### src/rtl/npc_pkg.sv
package npc_pkg;
  typedef enum logic [2:0] {
    FK_SEQ,
    FK_BEQ,
    FK_BNE,
    FK_JMP,
    FK_JAL,
    FK_JREG
  } flow_kind_e;

  localparam logic [5:0] OPC_SPECIAL = 6'd0;
  localparam logic [5:0] OPC_JMP     = 6'd2;
  localparam logic [5:0] OPC_JAL     = 6'd3;
  localparam logic [5:0] OPC_BEQ     = 6'd4;
  localparam logic [5:0] OPC_BNE     = 6'd5;
  localparam logic [5:0] FN_JREG     = 6'd8;
endpackage

### src/rtl/npc_decode.sv
module npc_decode
  import npc_pkg::*;
(
  input  logic [5:0]  op,
  input  logic [5:0]  funct,
  output flow_kind_e  kind
);
  always_comb begin
    unique case (op)
      OPC_BEQ:     kind = FK_BEQ;
      OPC_BNE:     kind = FK_BNE;
      OPC_JMP:     kind = FK_JMP;
      OPC_JAL:     kind = FK_JAL;
      OPC_SPECIAL: kind = (funct == FN_JREG) ? FK_JREG : FK_SEQ;
      default:     kind = FK_SEQ;
    endcase
  end
endmodule

### src/rtl/npc_target.sv
module npc_target #(
  parameter int AW   = 32,
  parameter int OFFW = 16,
  parameter int JFW  = 26
) (
  input  logic [AW-1:0]   cur_pc,
  input  logic [OFFW-1:0] imm,
  input  logic [JFW-1:0]  jfield,
  output logic [AW-1:0]   seq_addr,
  output logic [AW-1:0]   br_addr,
  output logic [AW-1:0]   jmp_addr
);
  localparam int SHW   = 2;
  localparam int EXTW  = AW - OFFW - SHW;
  localparam int REG_W = AW - JFW - SHW;

  logic [AW-1:0] disp;

  assign seq_addr = cur_pc + AW'(4);
  assign disp     = {{EXTW{imm[OFFW-1]}}, imm, {SHW{1'b0}}};
  assign br_addr  = seq_addr + disp;

  generate
    if (REG_W > 0) begin : g_region
      assign jmp_addr = {seq_addr[AW-1 -: REG_W], jfield, {SHW{1'b0}}};
    end else begin : g_flat
      assign jmp_addr = {jfield[AW-SHW-1:0], {SHW{1'b0}}};
    end
  endgenerate
endmodule

### src/rtl/npc_select.sv
module npc_select
  import npc_pkg::*;
#(
  parameter int AW = 32
) (
  input  flow_kind_e    kind,
  input  logic [AW-1:0] rs_val,
  input  logic [AW-1:0] rt_val,
  input  logic [AW-1:0] seq_addr,
  input  logic [AW-1:0] br_addr,
  input  logic [AW-1:0] jmp_addr,
  input  logic [AW-1:0] ind_addr,
  output logic [AW-1:0] next_addr
);
  logic same;
  assign same = (rs_val == rt_val);

  always_comb begin
    unique case (kind)
      FK_BEQ:          next_addr = same  ? br_addr : seq_addr;
      FK_BNE:          next_addr = !same ? br_addr : seq_addr;
      FK_JMP, FK_JAL:  next_addr = jmp_addr;
      FK_JREG:         next_addr = ind_addr;
      default:         next_addr = seq_addr;
    endcase
  end
endmodule

### src/rtl/npc_unit.sv
module npc_unit
  import npc_pkg::*;
#(
  parameter int            AW       = 32,
  parameter int            OFFW     = 16,
  parameter int            JFW      = 26,
  parameter logic [31:0]   RESET_PC = 32'h0
) (
  input  logic            clk,
  input  logic            rst,
  input  logic            step,
  input  logic [5:0]      op,
  input  logic [5:0]      funct,
  input  logic [AW-1:0]   rs_val,
  input  logic [AW-1:0]   rt_val,
  input  logic [OFFW-1:0] imm,
  input  logic [JFW-1:0]  jfield,
  input  logic [AW-1:0]   ind_addr,
  output logic [AW-1:0]   pc,
  output logic [AW-1:0]   link_addr,
  output logic            link_we
);
  flow_kind_e    kind;
  logic [AW-1:0] pc_q, seq_a, br_a, jmp_a, nxt_a;

  npc_decode u_dec (
    .op    (op),
    .funct (funct),
    .kind  (kind)
  );

  npc_target #(.AW(AW), .OFFW(OFFW), .JFW(JFW)) u_tgt (
    .cur_pc   (pc_q),
    .imm      (imm),
    .jfield   (jfield),
    .seq_addr (seq_a),
    .br_addr  (br_a),
    .jmp_addr (jmp_a)
  );

  npc_select #(.AW(AW)) u_sel (
    .kind      (kind),
    .rs_val    (rs_val),
    .rt_val    (rt_val),
    .seq_addr  (seq_a),
    .br_addr   (br_a),
    .jmp_addr  (jmp_a),
    .ind_addr  (ind_addr),
    .next_addr (nxt_a)
  );

  always_ff @(posedge clk) begin
    if (rst)       pc_q <= RESET_PC[AW-1:0];
    else if (step) pc_q <= nxt_a;
  end

  assign pc        = pc_q;
  assign link_addr = seq_a;
  assign link_we   = step && !rst && (kind == FK_JAL);
endmodule

### config.mk
export PLATFORM = sky130hd
export DESIGN_NAME = npc_unit
export DESIGN_NICKNAME = d
export VERILOG_FILES = /design/src/rtl/npc_pkg.sv /design/src/rtl/npc_decode.sv /design/src/rtl/npc_target.sv /design/src/rtl/npc_select.sv /design/src/rtl/npc_unit.sv
export SDC_FILE = /design/constraint.sdc
export NUM_CORES = 1
export LEC_CHECK = 0
export ABC_AREA = 0
export CAP_MARGIN = 20
export CORE_ASPECT_RATIO = 1.5
export CORE_MARGIN = 4
export CORE_UTILIZATION = 40
export CTS_BUF_LIST = sky130_fd_sc_hd__clkbuf_4
export CTS_CLUSTER_DIAMETER = 200
export DETAILED_ROUTE_END_ITERATION = 10
export GPL_TIMING_DRIVEN = 0
export MAX_ROUTING_LAYER = met4
export PLACE_DENSITY = 0.87
export SETUP_SLACK_MARGIN = 0.4
export SKIP_CTS_REPAIR_TIMING = 1
export SYNTH_ARGS = -nofsm -noshare
export SYNTH_HDL_FRONTEND = slang
export SYNTH_HIERARCHICAL = 1
export SYNTH_SLANG_ARGS = --single-unit
### constraint.sdc
create_clock -name clk -period 3.5 [get_ports clk]
set_clock_uncertainty 0.05 [all_clocks]
set_input_delay 0.525 -clock clk [delete_from_list [all_inputs] [get_ports clk]]
set_output_delay 0.525 -clock clk [all_outputs]
set_load 0.02 [all_outputs]
==> impl_results.md <==
* Status: finished with violations
* Failing checks: negative setup slack
* Number of max-cap violations at 0
* Post-synthesis register bit count at 32
* Synthesis-to-finish area growth at 73.4%
* Post-Syn Area at between 5000 and 6000 sq um
* Critical path peak fanout at 6
* DR DRC count at 0
* Share of cells above drive strength 1 at 32.7%
* Fillers at 859
* GPL Wtd Cong at 0.965
* Boundary Pins at around 220
* Initial Util at 40.9%
* Synth cell types at around 70
* Worst-Margin Slew at around 0.86 ns
* Via count at between 6000 and 7000
* Clock-pin slew on the worst setup and hold paths at approximately 0.11 ns
* Dpl hpwl at ~15000 microns
* H-tree depth at 2
* Area of the multi-input gates at around 5000 sq um
* Largest net degree at the start of global routing at 16
* Worst-Skew Late Latency at 0.39 ns
* TritonRoute pass-1 iters at 7
* 1st-iter DRT viols at approximately 550
* Worst Path Required at around 3.7 ns
* RSZ-0062 raised after global routing: yes
* Metal3 WL at 1900 microns
* Rows at 50
* Fin nets at 1064
* Core area at between 10000 and 15000 sq um
* Max FFs per register at 32
* Mapped Cells at approximately 630
* Num CTS Buffers at 5
* WL/cell at roughly 21 microns
* Peak VDD IR at around 0.00012 V
* Vias in the first global route at roughly 5700
* Die area at 14700 sq um
* Yosys warning count at 6
* Crit path time final at approximately 4.0 ns
* Rel. slew slack at 42.2%
* FF/Latch Area at approximately 700 sq um
* CP Class: register to register
* Post-synth EDFFs at 0
* Top area cells in the synthesized netlist: dfxtp_1 13%, xor2_1 8.6%, ha_1 8.1%
* Fmax at around 0.25 GHz
* Crit. End Element: register
* Worst setup margin at -0.535 ns
* Post-route ant nets at 0
* Lkg Pwr at 3.99 nW
* CP startpoint kind: register
* Initial antenna violation count at 1
* Total Routing Usage GR at 24.2%
* Seq/Total Area, Yosys at between 10% and 20%
* Final TNS setup at -3.45 ns
* First-pass GRT wire length at ~28000 microns
* Fin crit share at 115%
* Syn Area/Cell at a little over 8 sq um
* Fin cells at just over 1000
* Total congestion overflow at 0
* Worst EP arrival at about 4.3 ns
* Die width at approximately 100 microns
* Dpl cells at 973
* Fin. Hold Viols at 0
* Yosys top cell by area: dfxtp_1
* Clk root buf: clkbuf_4
* Pwr/cell area at roughly 150 nW/um^2
* Post-DR vias/cell at about 6
* Total Wirelength at around 22000 microns
* Met2 WL post-DR at approximately 11000 microns
* Highest Signal Layer: met4
* Die height at about 150 microns
* Share of the synthesized area in the top cell type at around an eighth
* Port Buf Inserts at roughly 190
* Ys flop type: dfxtp_1
* Final setup vio count at 12
* TritonCTS clock tree: built
* Num Clock Sinks at 32
* Layout Utilization at 70.9%
* Wl on met1 at roughly 7400 microns
* Final Max Tran Viols at 0
* Fraction of registers with async set/reset at 0%
* Clock tree buffer depth at 2
* Worst hold path type: primary input to register
path summary, 6_finish.rpt:
path                                          from                  end  slack [ns]  depth (start not counted)
worst max-delay path            pc[2]$_SDFFE_PP0P_  pc[28]$_SDFFE_PP0P_       -0.54                         18
worst min-delay path                           rst  pc[27]$_SDFFE_PP0P_        0.40                          2
worst max register to register  pc[2]$_SDFFE_PP0P_  pc[28]$_SDFFE_PP0P_       -0.54                         18
worst min register to register  pc[9]$_SDFFE_PP0P_   pc[9]$_SDFFE_PP0P_        0.52                          2
critical path: stages (launching register included):
cell,delay [ns]
dfxtp_4,0.42
ha_4,0.13
and3_4,0.18
nand3_4,0.08
or3_4,0.36
nor2_4,0.20
buf_6,0.14
nand3_4,0.09
xnor2_4,0.16
ha_4,0.32
nand2_4,0.07
or2_4,0.25
or3_4,0.34
o22ai_4,0.19
mux2i_2,0.31
a2111oi_4,0.07
a221o_1,0.37
mux2i_1,0.13
nor2_1,0.06
placed cells by master, fill, tap and decap left out, drive strengths merged, types with 6 or more instances in the layout:
| cell type | instances |
|---|---|
| clkdlybuf4s50 | 161 |
| or3 | 6 |
| ha | 33 |
| buf | 105 |
| mux2i | 34 |
| dfxtp | 32 |
| a221o | 32 |
| xor2 | 50 |
| and4 | 6 |
| nor4 | 10 |
| nand4 | 19 |
| a21oi | 32 |
| nor2b | 6 |
| clkbuf | 22 |
| dlymetal6s2s | 26 |
| nand2 | 28 |
| a21o | 9 |
| nor2 | 61 |
| nor3 | 11 |
| a22o | 31 |
| xnor2 | 37 |
| inv | 10 |
| o21ai | 23 |
| nand3 | 17 |
| and3 | 8 |
cell type report:
class | count | share of cell area, %
clock inverters | 3 | 0.522
well taps | 156 | 2.20
plain buffers | 69 | 6.70
repair buffers | 241 | 27.0
flip-flops and latches | 32 | 7.85
diodes | 1 | 0.0282
inverters | 9 | 0.381
multi-input cells | 519 | 54.9
clock buffers | 5 | 0.423
kinds of logic after synthesis:
logic type / synth area share, %
AOI/OAI and AO/OA: 25.2
muxes: 7.32
and+or+nand+nor: 20.0
DFF: 12.5
adders and majority gates: 8.47
xor gates and xnor gates: 14.9
buffers and inverters: 11.5
other: 0.0734
power by group:
part	total (mW)	switching (mW)	internal (mW)
clock network	0.329	0.176	0.152
logic	0.612	0.271	0.341
registers	0.381	0.0163	0.365
total	1.32	0.464	0.858
per-stage QoR:
stage / power [mW] / instance area [sq um] / hold slack, ns / worst slack, ns
finish: 1.32 / 8860 / 0.397 / -0.535
global route: 1.37 / 8860 / 0.405 / -0.637
floorplan: 0.672 / 5420 / 0.500 / -0.193
global placement: 0.905 / 7500 / 0.468 / -0.777
detailed placement: 0.914 / 7500 / 0.481 / -0.814
CTS: 1.23 / 7590 / 0.403 / -0.850
synth_stat cells (6+ instances only):
master	instances
nor2b_1	6
a22o_1	31
ha_1	33
mux2i_1	34
nor3_1	10
dfxtp_1	32
and4_1	6
a21o_1	9
or3_1	6
a221o_1	31
nand4_1	19
nand2_1	27
xnor2_1	37
buf_2	6
a21oi_1	31
nor2_1	61
buf_4	38
xor2_1	50
nor4_1	6
and3_1	8
clkbuf_1	15
inv_1	9
nand3_1	17
o21ai_0	23
routing by layer:
layer  vias up  global-route usage [%]
li1       2815                       -
met1      2961                    24.1
met2       426                    45.8
met3       119                    4.88
met4         0                    8.09
met5         -                       -
Note: power is estimated with default switching activity, not from simulation.
